--- src/rtl/dbg_entry_ctrl.sv ---
module dbg_entry_ctrl #(
  parameter int AW = 32
) (
  input  logic          clk,
  input  logic          rst_n,
  input  logic [AW-1:0] pc_i,
  input  logic          priv_m_i,
  input  logic          nmi_i,
  input  logic          dbg_req_i,
  input  logic          trig_hit_i,
  input  logic          trig_act_i,
  input  logic          irq_i,
  input  logic          exc_i,
  input  logic          ebreak_i,
  input  logic          mret_i,
  input  logic          ecall_i,
  input  logic          dret_i,
  input  logic [AW-1:0] halt_base_i,
  input  logic [AW-1:0] exc_base_i,
  input  logic [AW-1:0] trap_vec_i,
  input  logic [AW-1:0] nmi_vec_i,
  input  logic          csr_acc_i,
  input  logic          csr_we_i,
  input  logic          csr_ebm_i,
  input  logic          csr_ebu_i,
  output logic          redir_o,
  output logic [AW-1:0] redir_pc_o,
  output logic          dpc_we_o,
  output logic          dcause_we_o,
  output logic [2:0]    dcause_o,
  output logic          mepc_we_o,
  output logic          mcause_we_o,
  output logic          debug_mode_o,
  output logic          illegal_o,
  output logic          ebm_o,
  output logic          ebu_o
);

  logic          dbg_q, ebm_q, ebu_q;
  logic [AW-1:0] dpc_q;

  logic eb_en, trig_fire, eb_dbg, enter, take_nmi, take_trap;
  logic in_halt, in_exc, do_dret;

  assign eb_en     = priv_m_i ? ebm_q : ebu_q;
  assign trig_fire = trig_hit_i & trig_act_i;
  assign eb_dbg    = ebreak_i & eb_en;

  assign take_nmi  = ~dbg_q & nmi_i;
  assign enter     = ~dbg_q & ~nmi_i & (dbg_req_i | trig_fire | eb_dbg);
  assign take_trap = ~dbg_q & ~nmi_i & ~enter &
                     (irq_i | exc_i | ecall_i | (ebreak_i & ~eb_en));

  assign in_halt = dbg_q & ebreak_i;
  assign in_exc  = dbg_q & ~ebreak_i & (exc_i | mret_i | ecall_i);
  assign do_dret = dbg_q & ~ebreak_i & ~(exc_i | mret_i | ecall_i) & dret_i;

  always_comb begin
    redir_pc_o = '0;
    if (take_nmi)              redir_pc_o = nmi_vec_i;
    else if (enter || in_halt) redir_pc_o = {halt_base_i[AW-1:2], 2'b00};
    else if (take_trap)        redir_pc_o = trap_vec_i;
    else if (in_exc)           redir_pc_o = {exc_base_i[AW-1:2], 2'b00};
    else if (do_dret)          redir_pc_o = dpc_q;
  end

  assign redir_o      = take_nmi | enter | take_trap | in_halt | in_exc | do_dret;
  assign dpc_we_o     = enter;
  assign dcause_we_o  = enter;
  assign dcause_o     = !enter ? 3'd0 : trig_fire ? 3'd2 : eb_dbg ? 3'd1 : 3'd3;
  assign mepc_we_o    = take_nmi | take_trap;
  assign mcause_we_o  = take_nmi | take_trap;
  assign debug_mode_o = dbg_q;
  assign illegal_o    = csr_acc_i & ~dbg_q;
  assign ebm_o        = ebm_q;
  assign ebu_o        = ebu_q;

  always_ff @(posedge clk or negedge rst_n) begin
    if (!rst_n) begin
      dbg_q <= 1'b0;
      dpc_q <= '0;
      ebm_q <= 1'b0;
      ebu_q <= 1'b0;
    end else begin
      if (enter) begin
        dbg_q <= 1'b1;
        dpc_q <= pc_i;
      end else if (do_dret) begin
        dbg_q <= 1'b0;
      end
      if (dbg_q && csr_acc_i && csr_we_i) begin
        ebm_q <= csr_ebm_i;
        ebu_q <= csr_ebu_i;
      end
    end
  end

endmodule

--- config.mk ---
export PLATFORM = sky130hd
export DESIGN_NAME = dbg_entry_ctrl
export DESIGN_NICKNAME = d
export VERILOG_FILES = /design/src/rtl/dbg_entry_ctrl.sv
export SDC_FILE = /design/constraint.sdc
export NUM_CORES = 1
export LEC_CHECK = 0
export ABC_AREA = 1
export BUFFER_PORTS_ARGS = -buffer_cell sky130_fd_sc_hd__buf_2
export CAP_MARGIN = 20
export CORE_AREA = 2 2 86 88
export CTS_CLUSTER_DIAMETER = 150
export DETAILED_ROUTE_END_ITERATION = 7
export DIE_AREA = 0 0 88 90
export GPL_ROUTABILITY_DRIVEN = 1
export PLACE_DENSITY = 0.81
export SETUP_SLACK_MARGIN = 0.2
export SLEW_MARGIN = 15
export SYNTH_ARGS = -nofsm -noshare
export SYNTH_HDL_FRONTEND = slang
export SYNTH_SLANG_ARGS = --single-unit
--- constraint.sdc ---
create_clock -name clk -period 3.3 [get_ports clk]
set_clock_uncertainty 0.1 [all_clocks]
set_input_delay 0 -clock clk [delete_from_list [all_inputs] [get_ports clk]]
set_output_delay 0 -clock clk [all_outputs]
set_load 0.03 [all_outputs]
==> results of run 1 <==
==> path summary, 6_finish.rpt <==
check                              from              to  cells past startpoint
setup / recovery           debug_mode_o  redir_pc_o[10]                      7
hold / removal                   dret_i    debug_mode_o                      4
setup reg to reg                  ebm_o        dpc_q[7]                      9
hold reg to reg               dpc_q[20]       dpc_q[20]                      2
max in group asynchronous         rst_n       dpc_q[22]                      2
min in group asynchronous         rst_n        dpc_q[3]                      2
==> cells in the mapped netlist (all sizes together) <==
master  number  area (µm²)
a21oi        5        25.0
nor2        42         173
conb         1        3.75
dfrtp       35         876
inv         38         143
nand3       64         320
nor3        30         150
o21ai        2        10.0
clkbuf       8        30.0
nand4        1        6.26
buf         23         144
nand2      234         881
clkinv       1        5.00
==> power by group through the flow <==
| stage | Sequential, mW | Combinational [mW] | Clock, mW |
|---|---|---|---|
| 6_report | 0.732 | 1.46 | 0.334 |
| 5_1_grt | 0.760 | 1.62 | 0.366 |
| 4_1_cts | 0.730 | 1.44 | 0.346 |
| 3_5_place_dp | 0.736 | 1.39 | 0 |
| 3_3_place_gp | 0.729 | 1.36 | 0 |
| 2_1_floorplan | 0.742 | 0.968 | 0 |
==> state kept, by name, summed over array words and instances (netlist names) <==
| signal | cells |
|---|---|
| ebu_o | 1 |
| dpc_q | 32 |
| ebm_o | 1 |
| debug_mode_o | 1 |
==> per-layer routing <==
| layer | part of all wire (%) | wire, µm | GRT usage, % |
|---|---|---|---|
| met2 | 52 | 5400 | 48.1 |
| met5 | 0 | 0 | 0 |
| met3 | 7.1 | 735 | 4.04 |
| met1 | 39 | 4060 | 29.3 |
| met4 | 1.6 | 167 | 7.31 |
==> worst register-to-register path, cell delays in order, from the launching register on <==
cell,delay (ps)
dfrtp_1,380
inv_1,70
nand2_1,50
nand3_1,110
nand2_2,70
nand2_1,70
buf_4,370
clkinv_2,520
nand2_1,210
nand2_1,70
==> layout by cell type, fill, tap and decap left out, types with 5 or more instances in the layout <==
cell | netlist | final
nor3_1 | 30 | 30
clkbuf_8 | 0 | 7
buf_2 | 13 | 215
nand3_1 | 64 | 64
nor2_1 | 40 | 40
dfrtp_1 | 35 | 35
dlygate4sd3_1 | 0 | 37
a21oi_1 | 5 | 5
nand2_1 | 233 | 232
buf_4 | 9 | 5
inv_1 | 37 | 37
==> through the flow <==
step,cells,utilization (%)
floorplan,484,-
global placement,772,54.6
detailed placement,772,54.6
CTS,817,61.3
global route,818,61.7
finish,818,61.7
==> cell families after synthesis <==
| group | count (synthesis) |
|---|---|
| simple gates | 371 |
| other cells | 1 |
| compound gates | 7 |
| buf+inv | 70 |
| flops | 35 |
==> final cells by class <==
cell class | count | area (µm²) | area share [%]
clock buffer | 8 | 100 | 2.31
timing repair buffer | 258 | 1510 | 34.9
inverter | 39 | 148 | 3.41
tap | 99 | 124 | 2.86
multi-input combinational | 379 | 1570 | 36.3
sequential | 35 | 876 | 20.2
==> impl_metrics.toml, run 1 <==
[timing]
totalNegativeSetupSlack_ps = 0
rsz0062_at_grt = "no"
hold_violations = 0
max_freq_mhz = 416
layout_worst_path_cycle_share_pct = 72.9
remaining_max_slew_budget_at_the_tightest_pin_pct = 47.2
worst_margin_slew_ps = 792
setup_viol = 0
fin_crit_ps = 2400
drv_slew = 0
setup_ws_final_ps = 896
hold_ws_ps = 208

[final_layout]
final_net_count = 895
filler_cell_count = 660
flow.area_growth_from_synthesis_pct = 56.5
final_layout_size_suffix_gt1_share_pct = 32.5
diodes = 0
finalInstanceArea_um2 = 4330

[route]
drc = 0
drt_first_iter_violations = 176
detailed_routing_iteration_count_for_the_pre_antenna_repair_pass = 5
via_count = 3944
avgViaCountPerCell = 4.82
remaining_number_of_nets_flagged_by_the_antenna_check_after_routing = 0
postRouteWirelength_um = 10400
routedWlPerCell_um = 12.7

[clock_tree]
cts.htree.levels = 2
clk_path_buf_depth = 2
cts_repair_resize_count = 0
cts_buffers = 5
cts_post_setup_buffers_inserted = 0
clkTransAtPathRegs_ps = 70
cts-root-buf = "clkbuf_8"
count_of_clock_tree_sinks = 35
clock_tree_from_tritoncts = "yes"
cts_hold_repair.buffers = 37
clock_latency_ps = 280

[hold_path]
holdCritPathClass = "in2reg"

[power_and_ir_drop]
p_int_mw = 1.30
clkPwrFrac_pct = 13.2
power_density_nw_per_um2 = 583
switching_share_pct = 48.3
pwr-share-seq_pct = 29.0
vdd.ir_drop.worst_mv = 0.397
power_frac_comb_pct = 57.8
power.static_leakage_nw = 2.59
design_power_total_mw = 2.53
p_switching_mw = 1.22

[logic_synthesis]
synth-simple-area-share_pct = 55.3
synthesis.area_um2 = 2770
yosys_warnings = 0
syn_nets = 661
synthDistinctLibCells = 18
synth-adder-area-share_pct = 0
synth.avg_cell_area_um2 = 5.72
xor_and_xnor_area_share_after_synthesis_pct = 0
synth-seq-area-share_pct = 31.7
post_synth_mux_area_share_pct = 0
synth-seq-cells = 35
dominant_combinational_cell_family_by_area_after_synthesis = "simple AND/OR/NAND/NOR gates"
compound_gate_fraction_of_synth_area_pct = 1.27
postSynthCellCount = 484

[setup_path]
timing.critical_path.mode_cell = "nand2_1"
reg2reg_setup_slack_ps = 1160
crit_path_max_fanout = 18
timing_worst_setup_path_type = "reg2out"
critical-path-max-stage-delay_ps = 530
critical_path.n_buffers_inverters = 2
cp_cell_sequence = "nor2_1 > nand2_1 > nand2_1 > buf_4 > nand2_1 > nand3_1 > buf_2"
arr_time_crit_path_ps = 2300
path_delay_family = "simple AND/OR/NAND/NOR gates"
cp-start-kind = "flop"
timing.critical_path.slowest_stage_cell = "nand2_1"
worstPathRequired_ps = 3200
timing.critical_path.to_type = "output port"

[grt]
grtUsageTotal_pct = 25.7
total_overflow_reported_by_the_global_router = 0
grt_pass1_vias = 3886
initial_antenna_violation_count = 0
grt_first_pass_wirelength_um = 16600
grt_max_degree = 38

[floorplanning]
io_pins = 221
core-area_um2 = 7020
die_area_um2 = 7920
start_util_pct = 39.4
fp.dieW_um = 88
rows = 31
die-height_um = 90

[place]
routabilityCongestion = 0.885
pre_cts_ws_ps = 1100
place.port_buffers = 215
hpwl_um = 7080
post_dp_cell_area_um2 = 3830

[outcome]
outcome = "complete, no violations"

[job]
cap_violations = 0
Note: power is estimated with default switching activity, not from simulation.
==> inputs of run 2 (changes only) <==
--- a/config.mk
+++ b/config.mk
@@ -8,12 +8,12 @@
 export ABC_AREA = 1
 export BUFFER_PORTS_ARGS = -buffer_cell sky130_fd_sc_hd__buf_2
 export CAP_MARGIN = 20
-export CORE_AREA = 2 2 86 88
+export CORE_MARGIN = 1.5
+export CORE_UTILIZATION = 40
 export CTS_CLUSTER_DIAMETER = 150
 export DETAILED_ROUTE_END_ITERATION = 7
-export DIE_AREA = 0 0 88 90
 export GPL_ROUTABILITY_DRIVEN = 1
-export PLACE_DENSITY = 0.81
+export PLACE_DENSITY = 0.82
 export SETUP_SLACK_MARGIN = 0.2
 export SLEW_MARGIN = 15
 export SYNTH_ARGS = -nofsm -noshare
==> constraint.sdc (replaced) <==
create_clock -name clk -period 2.3 [get_ports clk]
set_clock_uncertainty 0.1 [all_clocks]
set_input_delay 0 -clock clk [delete_from_list [all_inputs] [get_ports clk]]
set_output_delay 0 -clock clk [all_outputs]
set_load 0.03 [all_outputs]
==> run 2 against run 1 <==
Compared with the run above:
- total power up 44%
- hold slack improved by 20 ps
- combinational power up 47%
- worst setup slack lost 620 ps
- via count is 0.58% higher
- wire length grew 0.45%
- sequential power grew 43%
- register-to-register slack got worse by 490 ps
- largest power group unchanged
- clock power grew 33%
- cell count fell by 1.1%
- sequential share of layout area is 0.30 points lower
- utilization rose by 3.4 points
==> impl_metrics.toml, run 2 (synthesis gave the netlist of run 1 again) <==
[setup_path]
timing.critical_path.to_type = "output port"
worstPathRequired_ps = 2200
timing_worst_setup_path_type = "reg2out"
regToRegEndpoint = "ebu_o"
r2r.worst_path.cells = 4
cp-start-kind = "flop"
crit_path_max_fanout = 20
worst_r2r_startpoint = "debug_mode_o"
arr_time_crit_path_ps = 1920
reg2reg_setup_slack_ps = 670

[floorplanning]
core-area_um2 = 6760
start_util_pct = 40.9
die_area_um2 = 7420
rows = 30
io_pins = 221
die-height_um = 86.2
fp.dieW_um = 86.2

[timing]
worst_margin_slew_ps = 804
hold_violations = 0
totalNegativeSetupSlack_ps = 0
setup_viol = 0
remaining_max_slew_budget_at_the_tightest_pin_pct = 46.4
layout_worst_path_cycle_share_pct = 87.9
max_freq_mhz = 494
setup_ws_final_ps = 277
drv_slew = 0
rsz0062_at_grt = "no"
fin_crit_ps = 2020

[route]
remaining_number_of_nets_flagged_by_the_antenna_check_after_routing = 0
postRouteWirelength_um = 10400
via_count = 3967
routedWlPerCell_um = 12.9
detailed_routing_iteration_count_for_the_pre_antenna_repair_pass = 4
avgViaCountPerCell = 4.90
drc = 0
drt_first_iter_violations = 115

[power_and_ir_drop]
power_frac_comb_pct = 58.9
switching_share_pct = 48.6
p_int_mw = 1.87
power.static_leakage_nw = 2.64
clkPwrFrac_pct = 12.2
p_switching_mw = 1.77
power_density_nw_per_um2 = 829
pwr-share-seq_pct = 28.9
vdd.ir_drop.worst_mv = 0.779

[place]
place.port_buffers = 215
post_dp_cell_area_um2 = 3850
pre_cts_ws_ps = 373
routabilityCongestion = 0.922
hpwl_um = 7010

[grt]
grtUsageTotal_pct = 27.9
grt_max_degree = 36
total_overflow_reported_by_the_global_router = 0
grt_pass1_vias = 3818
initial_antenna_violation_count = 0
grt_first_pass_wirelength_um = 16500

[hold_path]
whs_endpoint = "dcause_o[0]"
whs_path_depth = 3
holdCritPathClass = "in2out"
source_of_the_worst_hold_timing_path = "trig_act_i"

[final_layout]
final_common_cell = "nand2_1"
largest_register_ff_count = 32
diodes = 0
regMostFlops = "dpc_q"
finalInstanceArea_um2 = 4400
final_cell_mix = "nand2_1 (231), buf_2 (214), nand3_1 (63)"
flow.area_growth_from_synthesis_pct = 58.9
final_layout_size_suffix_gt1_share_pct = 34.0
final_net_count = 906

[job]
cap_violations = 0

[clock_tree]
count_of_clock_tree_sinks = 35
clock_tree_from_tritoncts = "yes"
cts.htree.levels = 2
cts-root-buf = "clkbuf_8"
cts_buffers = 5
clkTransAtPathRegs_ps = 70
clock_latency_ps = 280
clk_path_buf_depth = 2

[outcome]
outcome = "complete, no violations"
[run 2: changes by cell type in the layout (fill, tap and decap cells not counted), sizes merged]
cell,delta
buf,+9
clkbuf,-1
inv,+1
nand2,+1
[run 2: per-stage QoR]
| step | utilization [%] | std cells | power, mW | hold WS [ps] |
|---|---|---|---|---|
| final | 65.1 | 809 | 3.65 | 228 |
| after global routing | 65.1 | 809 | 3.95 | 246 |
| after CTS | 63.9 | 803 | 3.61 | 229 |
| after detailed placement | 57.0 | 759 | 3.07 | 33.1 |
| after global placement | 57.0 | 759 | 3.01 | 19.2 |
| after floorplan | - | 484 | 2.45 | -396 |
[run 2: worst max-delay path: stages, from the launching register on]
cell and delay, ps:
dfrtp_1 450, nor2_1 260, nand2_1 110, buf_4 220
nor3_2 240, nor2_1 90, nand3_1 70, buf_2 190
[run 2: per-layer routing]
metal / up-vias / track usage [%] / routed length [µm]
met2: 202 / 51.6 / 5200
li1: 1976 / - / -
met5: - / 0 / 0
met3: 44 / 6.06 / 813
met1: 1745 / 30.2 / 4020
met4: 0 / 12.9 / 378
[run 2: power groups by stage]
stage	combinational, mW	clock [mW]	sequential [mW]
floorplan	1.39	0	1.07
global placement	1.97	0	1.05
detailed placement	2.01	0	1.06
CTS	2.10	0.459	1.05
global route	2.37	0.492	1.09
finish	2.15	0.445	1.05
[run 2: worst max path at each step]
stage	slack (ps)	cells after the start	from	end
global route	180	7	debug_mode_o	redir_pc_o[20]
floorplan	520	8	ebm_o	dcause_o[0]
CTS	130	7	ebm_o	dcause_we_o
global placement	450	8	ebm_o	dpc_q[14]
detailed placement	370	8	ebm_o	dpc_q[18]
finish	280	7	debug_mode_o	redir_pc_o[5]
[run 2: timing repair]
action	4_1_cts	5_1_grt
cloned	0	1
setup endpoints to repair	22	32
pin swaps	0	1
hold buffers	37	0
buffers inserted	0	5
endpoints found under the hold margin	69	0
gates resized for setup	2	10
[run 2: area by class of cell]
cell class | instances | area, µm²
Timing Repair Buffer | 268 | 1590
Sequential cell | 35 | 876
Inverter | 39 | 149
Fill cell | 617 | 2360
Multi-Input combinational cell | 380 | 1600
Clock inverter | 1 | 5.00
Clock buffer | 6 | 82.6
Tap cell | 80 | 100
==> inputs of run 3 (changes only) <==
==> constraint.sdc (replaced) <==
create_clock -name clk -period 2.3 [get_ports clk]
set_clock_uncertainty 0.1 [all_clocks]
set_input_delay 0.115 -clock clk [delete_from_list [all_inputs] [get_ports clk]]
set_output_delay 0.115 -clock clk [all_outputs]
set_load 0.03 [all_outputs]
==> run 3 against run 2 <==
Compared with the run above:
- clock-buffer cell count unchanged
- maximum frequency increased by 1.9%
- clock power down 1%
- highest routed layer unchanged
- critical path type unchanged
- wire length rose by 2.5%
- hold slack got worse by 150 ps
- worst setup slack improved by 38 ps
- largest cell class is now non-clock buffers
- largest power group unchanged
==> impl_metrics.toml, run 3 (synthesis gave the netlist of run 1 again) <==
[outcome]
outcome = "complete, no violations"

[grt]
initial_antenna_violation_count = 0
grtUsageTotal_pct = 27.7
grt_max_degree = 36
grt_pass1_vias = 3858
grt_first_pass_wirelength_um = 16500
total_overflow_reported_by_the_global_router = 0

[final_layout]
filler_cell_count = 596
flow.area_growth_from_synthesis_pct = 63.9
final_cell_mix = "nand2_1 (230), buf_2 (208), nand3_1 (63)"
diodes = 0
regMostFlops = "dpc_q"
final_net_count = 908
largest_register_ff_count = 32
sequential_cell_area_um2 = 877
final-instance-count-excl-fill = 811
final_common_cell = "nand2_1"
finalInstanceArea_um2 = 4530
final_layout_size_suffix_gt1_share_pct = 35.7
area_occupied_by_multi_input_gates_um2 = 1620

[timing]
remaining_max_slew_budget_at_the_tightest_pin_pct = 48.4
rsz0062_at_grt = "no"
drv_slew = 0
setup_ws_final_ps = 316
fin_crit_ps = 1980
setup_viol = 0
totalNegativeSetupSlack_ps = 0
max_freq_mhz = 504
hold_violations = 0
layout_worst_path_cycle_share_pct = 86.3
worst_margin_slew_ps = 773

[floorplanning]
rows = 30
die_area_um2 = 7420
core-area_um2 = 6760
start_util_pct = 40.9
fp.dieW_um = 86.2
die-height_um = 86.2
io_pins = 221

[clock_tree]
clk_path_buf_depth = 2
cts.htree.levels = 2
count_of_clock_tree_sinks = 35
clock_latency_ps = 280
clkTransAtPathRegs_ps = 70
cts-root-buf = "clkbuf_8"
clock_tree_from_tritoncts = "yes"
cts_buffers = 5

[power_and_ir_drop]
switching_share_pct = 48.2
vdd.ir_drop.worst_mv = 0.692
p_switching_mw = 1.78
clkPwrFrac_pct = 11.9
power_density_nw_per_um2 = 815
p_int_mw = 1.91
power_frac_comb_pct = 59.6
pwr-share-seq_pct = 28.5
power.static_leakage_nw = 2.69

[route]
drc = 0
avgViaCountPerCell = 4.99
via_count = 4050
postRouteWirelength_um = 10700
remaining_number_of_nets_flagged_by_the_antenna_check_after_routing = 0
routedWlPerCell_um = 13.2
drt_first_iter_violations = 199
detailed_routing_iteration_count_for_the_pre_antenna_repair_pass = 4

[setup_path]
worstPathRequired_ps = 2090
crit_path_max_fanout = 6
arr_time_crit_path_ps = 1770
r2r.worst_path.cells = 8
worst_r2r_startpoint = "ebu_o"
timing.critical_path.to_type = "output port"
cp-start-kind = "flop"
timing_worst_setup_path_type = "reg2out"
regToRegEndpoint = "dpc_q[15]"
reg2reg_setup_slack_ps = 800

[hold_path]
whs_endpoint = "ebm_o"
holdCritPathClass = "in2reg"
source_of_the_worst_hold_timing_path = "csr_we_i"
whs_path_depth = 3

[place]
dp.cells = 760
post_dp_cell_area_um2 = 3870
place.port_buffers = 215
hpwl_um = 7030
routabilityCongestion = 0.930
pre_cts_ws_ps = 436

[job]
cap_violations = 0
run 3: worst max path at each step:
stage            startpoint        endpoint  slack (ps)  cells after the start
2_1_floorplan         ebm_o     dcause_o[0]         400                      8
3_3_place_gp          ebm_o     dcause_we_o         450                      7
3_5_place_dp   debug_mode_o  redir_pc_o[14]         440                     10
4_1_cts               ebm_o         redir_o         190                      8
5_1_grt        debug_mode_o   redir_pc_o[6]         210                     11
6_report       debug_mode_o   redir_pc_o[6]         320                     11
run 3: per-stage QoR:
| stage | hold WS, ps | util, % | power (mW) |
|---|---|---|---|
| floorplan | -281 | - | 2.45 |
| global placement | 135 | 57.3 | 3.02 |
| detailed placement | 143 | 57.3 | 3.07 |
| CTS | 74.1 | 64.0 | 3.58 |
| global route | 126 | 67.1 | 4.00 |
| finish | 82.5 | 67.1 | 3.70 |
run 3: worst max-delay path: stages, from the launching register on:
cell	delay, ps
dfrtp_2	450
inv_2	100
nor2_4	40
nand2_2	80
nor2_4	40
buf_4	140
clkbuf_16	150
nand2_1	60
nand2_1	60
nor2_2	110
nand3_1	80
clkbuf_4	190
run 3: routing by layer:
metal	routed length, µm	share of wire [%]	global-route usage [%]	vias to the layer above
met4	197	1.8	10.6	0
met1	4350	41	31.8	1832
met5	0	0	0	-
met2	5360	50	50.6	212
li1	-	-	-	1984
met3	763	7.2	5.29	22
run 3: cell type report:
cell class / count / share of cell area, %
Timing Repair Buffer: 271 / 37.4
Multi-Input combinational cell: 379 / 35.8
Sequential cell: 35 / 19.3
Inverter: 39 / 3.34
Tap cell: 80 / 2.21
Clock buffer: 6 / 1.82
Clock inverter: 1 / 0.110
run 3: repair_timing:
action	in CTS	in global routing
setup endpoints to repair	23	37
buffers inserted	1	4
pin swaps	1	3
cloned	0	4
hold buffers	35	0
endpoints found under the hold margin	69	0
gates resized for setup	2	32
run 3: power groups by stage:
stage,registers [mW],clock network [mW],logic [mW]
after floorplan,1.07,0,1.39
after global placement,1.05,0,1.98
after detailed placement,1.06,0,2.01
after CTS,1.05,0.453,2.07
after global routing,1.09,0.484,2.42
final,1.05,0.440,2.20
